--- config.mk ---
export PLATFORM = sky130hd
export DESIGN_NAME = useq_top
export DESIGN_NICKNAME = d
export VERILOG_FILES = /design/src/rtl/useq_pkg.sv /design/src/rtl/useq_rom.sv /design/src/rtl/useq_counter.sv /design/src/rtl/useq_top.sv
export SDC_FILE = /design/constraint.sdc
export NUM_CORES = 1
export LEC_CHECK = 0
export BUFFER_PORTS_ARGS = -buffer_cell sky130_fd_sc_hd__buf_2
export CORE_AREA = 2 2 39 41
export DETAILED_ROUTE_END_ITERATION = 10
export DIE_AREA = 0 0 41 43
export SYNTH_ARGS = -nofsm -noshare
export SYNTH_HDL_FRONTEND = slang
export SYNTH_SLANG_ARGS = --single-unit
--- constraint.sdc ---
create_clock -name clk_i -period 1.9 [get_ports clk_i]
set_clock_uncertainty 0.15 [all_clocks]
set_input_delay 0.285 -clock clk_i [delete_from_list [all_inputs] [get_ports clk_i]]
set_output_delay 0.285 -clock clk_i [all_outputs]
set_load 0.03 [all_outputs]
--- src/rtl/useq_pkg.sv ---
package useq_pkg;
  localparam int unsigned DEF_ADDR_W = 4;
  localparam int unsigned DEF_CTRL_W = 6;

  // control pattern of the default image
  function automatic logic [31:0] ctrl_pattern(input int unsigned a);
    return 32'(a * 7 + 3);
  endfunction
endpackage

--- src/rtl/useq_rom.sv ---
module useq_rom #(
  parameter int unsigned ADDR_W = useq_pkg::DEF_ADDR_W,
  parameter int unsigned CTRL_W = useq_pkg::DEF_CTRL_W,
  parameter int unsigned END_A  = 4,
  parameter int unsigned END_B  = 7
) (
  input  logic [ADDR_W-1:0] addr_i,
  output logic [CTRL_W-1:0] ctrl_o,
  output logic              chain_o
);
  localparam int unsigned DEPTH = 1 << ADDR_W;
  localparam int unsigned WORD_W = CTRL_W + 1;

  logic [WORD_W-1:0] rom [DEPTH];

  for (genvar g = 0; g < DEPTH; g++) begin : g_word
    localparam logic [31:0] CV = useq_pkg::ctrl_pattern(g);
    localparam logic        LB = (g == END_A) || (g == END_B);
    assign rom[g] = {LB, CV[CTRL_W-1:0]};
  end

  always_comb begin
    {chain_o, ctrl_o} = rom[addr_i];
  end
endmodule

--- src/rtl/useq_counter.sv ---
module useq_counter #(
  parameter int unsigned ADDR_W = useq_pkg::DEF_ADDR_W
) (
  input  logic              clk_i,
  input  logic              rst_ni,
  input  logic              load_i,
  input  logic [ADDR_W-1:0] start_i,
  output logic [ADDR_W-1:0] cnt_o
);
  localparam logic [ADDR_W-1:0] TOP = '1;

  logic [ADDR_W-1:0] cnt_q;

  always_ff @(posedge clk_i or negedge rst_ni) begin
    if (!rst_ni)     cnt_q <= '0;
    else if (load_i) cnt_q <= start_i;
    else             cnt_q <= cnt_q + ADDR_W'(1);
  end

  assign cnt_o = cnt_q;


  always @(posedge clk_i) begin
    if (!rst_ni) begin
      rst_chk: assert (cnt_q == '0);
    end
  end


  load_chk: assert property (@(posedge clk_i) disable iff (!rst_ni)
    load_i |=> cnt_q == $past(start_i));


  inc_chk: assert property (@(posedge clk_i) disable iff (!rst_ni)
    !load_i |=> cnt_q == $past(cnt_q) + ADDR_W'(1));


  wrap_chk: assert property (@(posedge clk_i) disable iff (!rst_ni)
    (!load_i && cnt_q == TOP) |=> cnt_q == '0);
endmodule

--- src/rtl/useq_top.sv ---
module useq_top #(
  parameter int unsigned ADDR_W = useq_pkg::DEF_ADDR_W,
  parameter int unsigned CTRL_W = useq_pkg::DEF_CTRL_W,
  parameter int unsigned END_A  = 4,
  parameter int unsigned END_B  = 7
) (
  input  logic              clk_i,
  input  logic              rst_ni,
  input  logic [ADDR_W-1:0] start_addr_i,
  output logic [CTRL_W-1:0] ctrl_o,
  output logic              chain_o,
  output logic [ADDR_W-1:0] addr_o
);
  logic [ADDR_W-1:0] addr;
  logic              chain;

  useq_counter #(.ADDR_W(ADDR_W)) u_cnt (
    .clk_i  (clk_i),
    .rst_ni (rst_ni),
    .load_i (chain),
    .start_i(start_addr_i),
    .cnt_o  (addr)
  );

  useq_rom #(
    .ADDR_W(ADDR_W), .CTRL_W(CTRL_W), .END_A(END_A), .END_B(END_B)
  ) u_rom (
    .addr_i (addr),
    .ctrl_o (ctrl_o),
    .chain_o(chain)
  );

  assign chain_o = chain;
  assign addr_o  = addr;
endmodule

==> results of run 1 <==
[worst max-delay path, stage by stage, from the launching register on]
cell	delay (ps)
dfrtp_2	370
inv_4	60
ha_4	290
mux2i_1	70
mux2_2	270
buf_6	140
[final timing paths]
path	from	to	slack, ps	cells past startpoint
max	u_cnt.cnt_o[0]$_DFF_PN0_	ctrl_o[4]	30	5
min	start_addr_i[0]	u_cnt.cnt_o[0]$_DFF_PN0_	140	2
max reg2reg	u_cnt.cnt_o[0]$_DFF_PN0_	u_cnt.cnt_o[2]$_DFF_PN0_	320	5
min reg2reg	u_cnt.cnt_o[3]$_DFF_PN0_	u_cnt.cnt_o[1]$_DFF_PN0_	500	2
max in group asynchronous	rst_ni	u_cnt.cnt_o[2]$_DFF_PN0_	1230	2
min in group asynchronous	rst_ni	u_cnt.cnt_o[1]$_DFF_PN0_	230	2
[layout by cell type, fill, tap and decap left out, types with 2 or more instances in the layout]
master and instances:
nand2_1 2, ha_4 2, buf_4 8, mux2_2 2, clkbuf_4 3, nor2_1 2, mux2i_1 2, inv_2 2
inv_1 2, buf_6 2, o21ai_0 4, dfrtp_2 3, buf_2 13
[cell families (layout without fill, tap and decap cells)]
family          count (synthesis)  in the layout  synth area share, %
flops                           4              4                 29.5
fa+ha+maj                       3              3                 11.1
compound gates                 12             12                 24.7
simple gates                    6              6                 9.59
xor+xnor                        1              1                 2.58
buf+inv                         7             33                 9.96
mux                             4              4                 12.5
[Yosys cell counts, drive strengths merged]
| library cell | count | share of area [%] |
|---|---|---|
| mux2i | 2 | 5.9 |
| a21oi | 1 | 1.5 |
| nand2 | 2 | 2.2 |
| nor2 | 2 | 2.2 |
| o41a | 1 | 3.3 |
| inv | 5 | 5.5 |
| o311ai | 1 | 2.6 |
| nor3 | 1 | 1.5 |
| a31o | 1 | 2.6 |
| o21ai | 5 | 7.4 |
| a211oi | 1 | 2.2 |
| dfrtp | 4 | 30 |
| mux2 | 2 | 6.6 |
| ha | 3 | 11 |
| buf | 2 | 4.4 |
| xnor2 | 1 | 2.6 |
| a211o | 1 | 2.6 |
| o22a | 1 | 2.6 |
| nor3b | 1 | 3.7 |
[repair_timing]
item / in CTS / in global routing
hold buffers: 1 / 0
buffers inserted: 2 / 0
endpoints found under the hold margin: 4 / 0
gates resized for setup: 10 / 3
pin swaps: 1 / 2
endpoints found under the setup margin: 4 / 5
[area by class of cell]
class	instances	area (um^2)	area share (%)
clock buffer	4	26.3	4.61
sequential	4	104	18.2
multi-input combinational	26	241	42.3
inverter	5	21.3	3.73
timing repair buffer	24	158	27.6
tap	16	20.0	3.51
[layer usage]
layer	up-vias	routed length, um	part of all wire [%]	track usage [%]
met3	0	55	6.8	1.57
met2	13	384	48	16.6
met4	0	0	0	6.00
met1	157	369	46	13.4
li1	186	-	-	-
met5	-	0	0	0
[metrics by stage]
step           std cells  worst slack, ps
2_1_floorplan         37            -85.1
3_3_place_gp          72              150
3_5_place_dp          72              116
4_1_cts               79             1.60
5_1_grt               79            -23.8
6_report              79             25.0
==> impl_metrics.csv, run 1 <==
group,metric,value,unit
detailed_routing,ant_nets,0,
worst_setup_path,crit_required,1460,ps
timing,maxSlewHeadroom,82.3,%
timing,setup_viol,0,
global_routing,grt_pass1_wl,1270,um
die,fp.dieH,43,um
timing,hold_viol,0,
synth,seq_area_frac_synth,29.5,%
die,ios,17,
final_layout,fin_util,41.2,%
global_routing,grtUsageTotal,10.7,%
timing,clock.fmax,533,MHz
detailed_routing,wire_per_inst,10.2,um
global_routing,grt_overflow,0,
worst_setup_path,startpoint_type,"flop",
cts,numCtsBuffers,3,
final_layout,num-nets-final,73,
synth,syn-num-nets,46,
detailed_routing,drtIter0Drc,5,
die,design.core.area,1380,um^2
placed_design,placed_cell_area,478,um^2
cts,clk_latency,240,ps
timing,tightest_slew,262,ps
synth,ys_warn_count,0,
synth,synth_cell_types,20,
worst_setup_path,crit_fanout,5,
timing,hold_ws,137,ps
cts,htree_levels,1,
final_layout,final_area,571,um^2
cts,clock-sinks,4,
detailed_routing,route.detailed.drc,0,
die,die_w,41,um
global_routing,grt_max_degree,9,
worst_setup_path,endpoint_kind,"output pin",
synth,syn_inst,37,
final_layout,diodes,0,
worst_setup_path,crit_type,"reg2out",
detailed_routing,firstDrtPassIters,4,
final_layout,drive_above_1_share,61.9,%
cts,path_clk_slew,40,ps
final_layout,largest_register_ffs,4,
global_routing,grt_pass1_vias,317,
die,dieArea,1760,um^2
placed_design,io_buffers,16,
final_layout,n_fill_cell,139,
timing,fin_tns_setup,0,ps
cts,cts_tree,"done",
synth,synth.cell_area,339,um^2
detailed_routing,wirelength,808,um
placed_design,place.gp.congestion,0.634,
cts,cts_buffer_depth,2,
detailed_routing,num_vias,356,
global_routing,antenna_found_initial,0,
run_status,outcome,"finished clean",
die,start_util,24.5,%
timing,min_period,1870,ps
die,placementRows,14,
final_layout,area_growth,68.3,%
detailed_routing,drt-vias-per-instance,4.51,
worst_hold_path,worstHoldPathType,"in2reg",
synth,avgSynthCellArea,9.16,um^2
synth,ys_seq_elements,4,
cts,clockRootBuffer,"clkbuf_4",
timing,slew_viol_final,0,
worst_setup_path,worstPathArrival,1440,ps
timing,post-route-period-util,98.7,%
placed_design,dp_hpwl,624,um
flow_run,maxCapViolCount,0,
timing,grt_setup_unrepaired,"true",
Power of run 1 is not shown: default switching activity piles up to over one toggle a cycle in this logic, so the estimate is an artifact.
==> run 2, diff against run 1 <==
--- a/config.mk
+++ b/config.mk
@@ -9,6 +9,8 @@
 export CORE_AREA = 2 2 39 41
 export DETAILED_ROUTE_END_ITERATION = 10
 export DIE_AREA = 0 0 41 43
+export GPL_ROUTABILITY_DRIVEN = 0
+export RECOVER_POWER = 100
 export SYNTH_ARGS = -nofsm -noshare
 export SYNTH_HDL_FRONTEND = slang
 export SYNTH_SLANG_ARGS = --single-unit
==> run 2 against run 1 <==
Compared with the run above:
- via count fell by 1.1%
- cell area shrank 1.8%
- sequential share of layout area increased by 0.33 points
- final cell count unchanged
- worst hold slack is essentially flat
- critical path depth is the same
==> impl_metrics.csv, run 2 (synthesis gave the netlist of run 1 again) <==
group,metric,value,unit
timing,slew_viol_final,0,
global_routing,antenna_found_initial,0,
worst_hold_path,worstHoldPathType,"in2reg",
worst_setup_path,cp-startpoint,"u_cnt.cnt_o[0]$_DFF_PN0_",
timing,post-route-period-util,98.6,%
placed_design,dp_hpwl,624,um
die,start_util,24.5,%
global_routing,grtUsageTotal,10.7,%
worst_setup_path,reg2reg_depth,5,
die,ios,17,
final_layout,fin_util,40.5,%
cts,clockRootBuffer,"clkbuf_4",
timing,setup_viol,0,
timing,hold_viol,0,
final_layout,largest_register_ffs,4,
detailed_routing,drt-vias-per-instance,4.46,
timing,clock.fmax,534,MHz
final_layout,num-nets-final,73,
global_routing,grt_pass1_vias,317,
global_routing,grt_overflow,0,
final_layout,area_growth,65.3,%
run_status,outcome,"finished clean",
cts,clock-sinks,4,
detailed_routing,firstDrtPassIters,4,
detailed_routing,wire_per_inst,10.5,um
cts,clk_latency,240,ps
final_layout,drive_above_1_share,52.4,%
worst_setup_path,crit_fanout,5,
timing,grt_setup_unrepaired,"true",
detailed_routing,route.detailed.drc,0,
die,placementRows,14,
cts,numCtsBuffers,3,
global_routing,grtUsageMet2,16.6,%
placed_design,io_buffers,16,
worst_setup_path,startpoint_type,"flop",
final_layout,diodes,0,
global_routing,met1_usage,13.4,%
detailed_routing,num_vias,352,
detailed_routing,drtIter0Drc,5,
detailed_routing,wirelength,826,um
timing,min_period,1870,ps
global_routing,use_met3,1.57,%
worst_setup_path,r2r-start,"u_cnt.cnt_o[0]$_DFF_PN0_",
final_layout,mostFrequentLayoutCell,"buf_2",
cts,cts_buffer_depth,2,
worst_setup_path,crit_type,"reg2out",
worst_setup_path,worstPathArrival,1440,ps
global_routing,grt_pass1_wl,1270,um
detailed_routing,ant_nets,0,
die,die_w,41,um
timing,tightest_slew,371,ps
worst_hold_path,worstHoldStart,"start_addr_i[0]",
worst_hold_path,hold_depth,2,
global_routing,grt_max_degree,9,
cts,htree_levels,1,
worst_setup_path,crit_required,1460,ps
worst_setup_path,endpoint_kind,"output pin",
flow_run,maxCapViolCount,0,
timing,fin_tns_setup,0,ps
timing,maxSlewHeadroom,75.4,%
global_routing,top_usage_layer,"met2",
die,design.core.area,1380,um^2
cts,path_clk_slew,40,ps
die,dieArea,1760,um^2
cts,cts_tree,"done",
final_layout,layout_common_cells,"buf_2 (8), clkbuf_1 (7), buf_4 (7)",
die,fp.dieH,43,um
-- run 2: changes by cell type in the layout (fill, tap and decap cells not counted), sizes merged --
cell,previous run,this run
clkbuf,4,10
buf,23,17
-- run 2: cell type report --
cell class                      instances  area [um^2]
Clock buffer                            4         26.3
Fill cell                             143          823
Inverter                                5         21.3
Multi-Input combinational cell         26          241
Sequential cell                         4          104
Tap cell                               16         20.0
Timing Repair Buffer                   24          148
-- run 2: final timing paths --
kind | endpoint | slack, ps
max | ctrl_o[4] | 30
min | u_cnt.cnt_o[0]$_DFF_PN0_ | 140
max reg2reg | u_cnt.cnt_o[2]$_DFF_PN0_ | 330
min reg2reg | u_cnt.cnt_o[1]$_DFF_PN0_ | 510
max in group asynchronous | u_cnt.cnt_o[2]$_DFF_PN0_ | 1140
min in group asynchronous | u_cnt.cnt_o[1]$_DFF_PN0_ | 250
-- run 2: metrics by stage --
step / std cells / hold WS, ps / setup WS [ps] / instance area (um^2)
2_1_floorplan: 37 / -161 / -85.1 / 355
3_3_place_gp: 72 / -57.2 / 150 / 478
3_5_place_dp: 72 / -55.8 / 116 / 478
4_1_cts: 79 / 132 / 1.60 / 567
5_1_grt: 79 / 141 / -23.8 / 561
6_report: 79 / 137 / 25.9 / 561
-- run 2: timing repair --
action,CTS,global route
setup endpoints to repair,4,5
buffers inserted,2,0
endpoints found under the hold margin,4,0
hold buffers,1,0
pin swaps,1,2
resized for setup,10,3
-- run 2: critical path, cell delays in order, from the launching register on --
cell,delay (ps)
dfrtp_2,370
inv_4,60
ha_4,290
mux2i_1,70
mux2_2,270
buf_6,140
-- run 2: layer usage --
metal / wire (um) / vias up
met1: 383 / 154
li1: - / 185
met4: 0 / 0
met5: 0 / -
met2: 384 / 13
met3: 58 / 0
Power of run 2 is left out for the same reason.
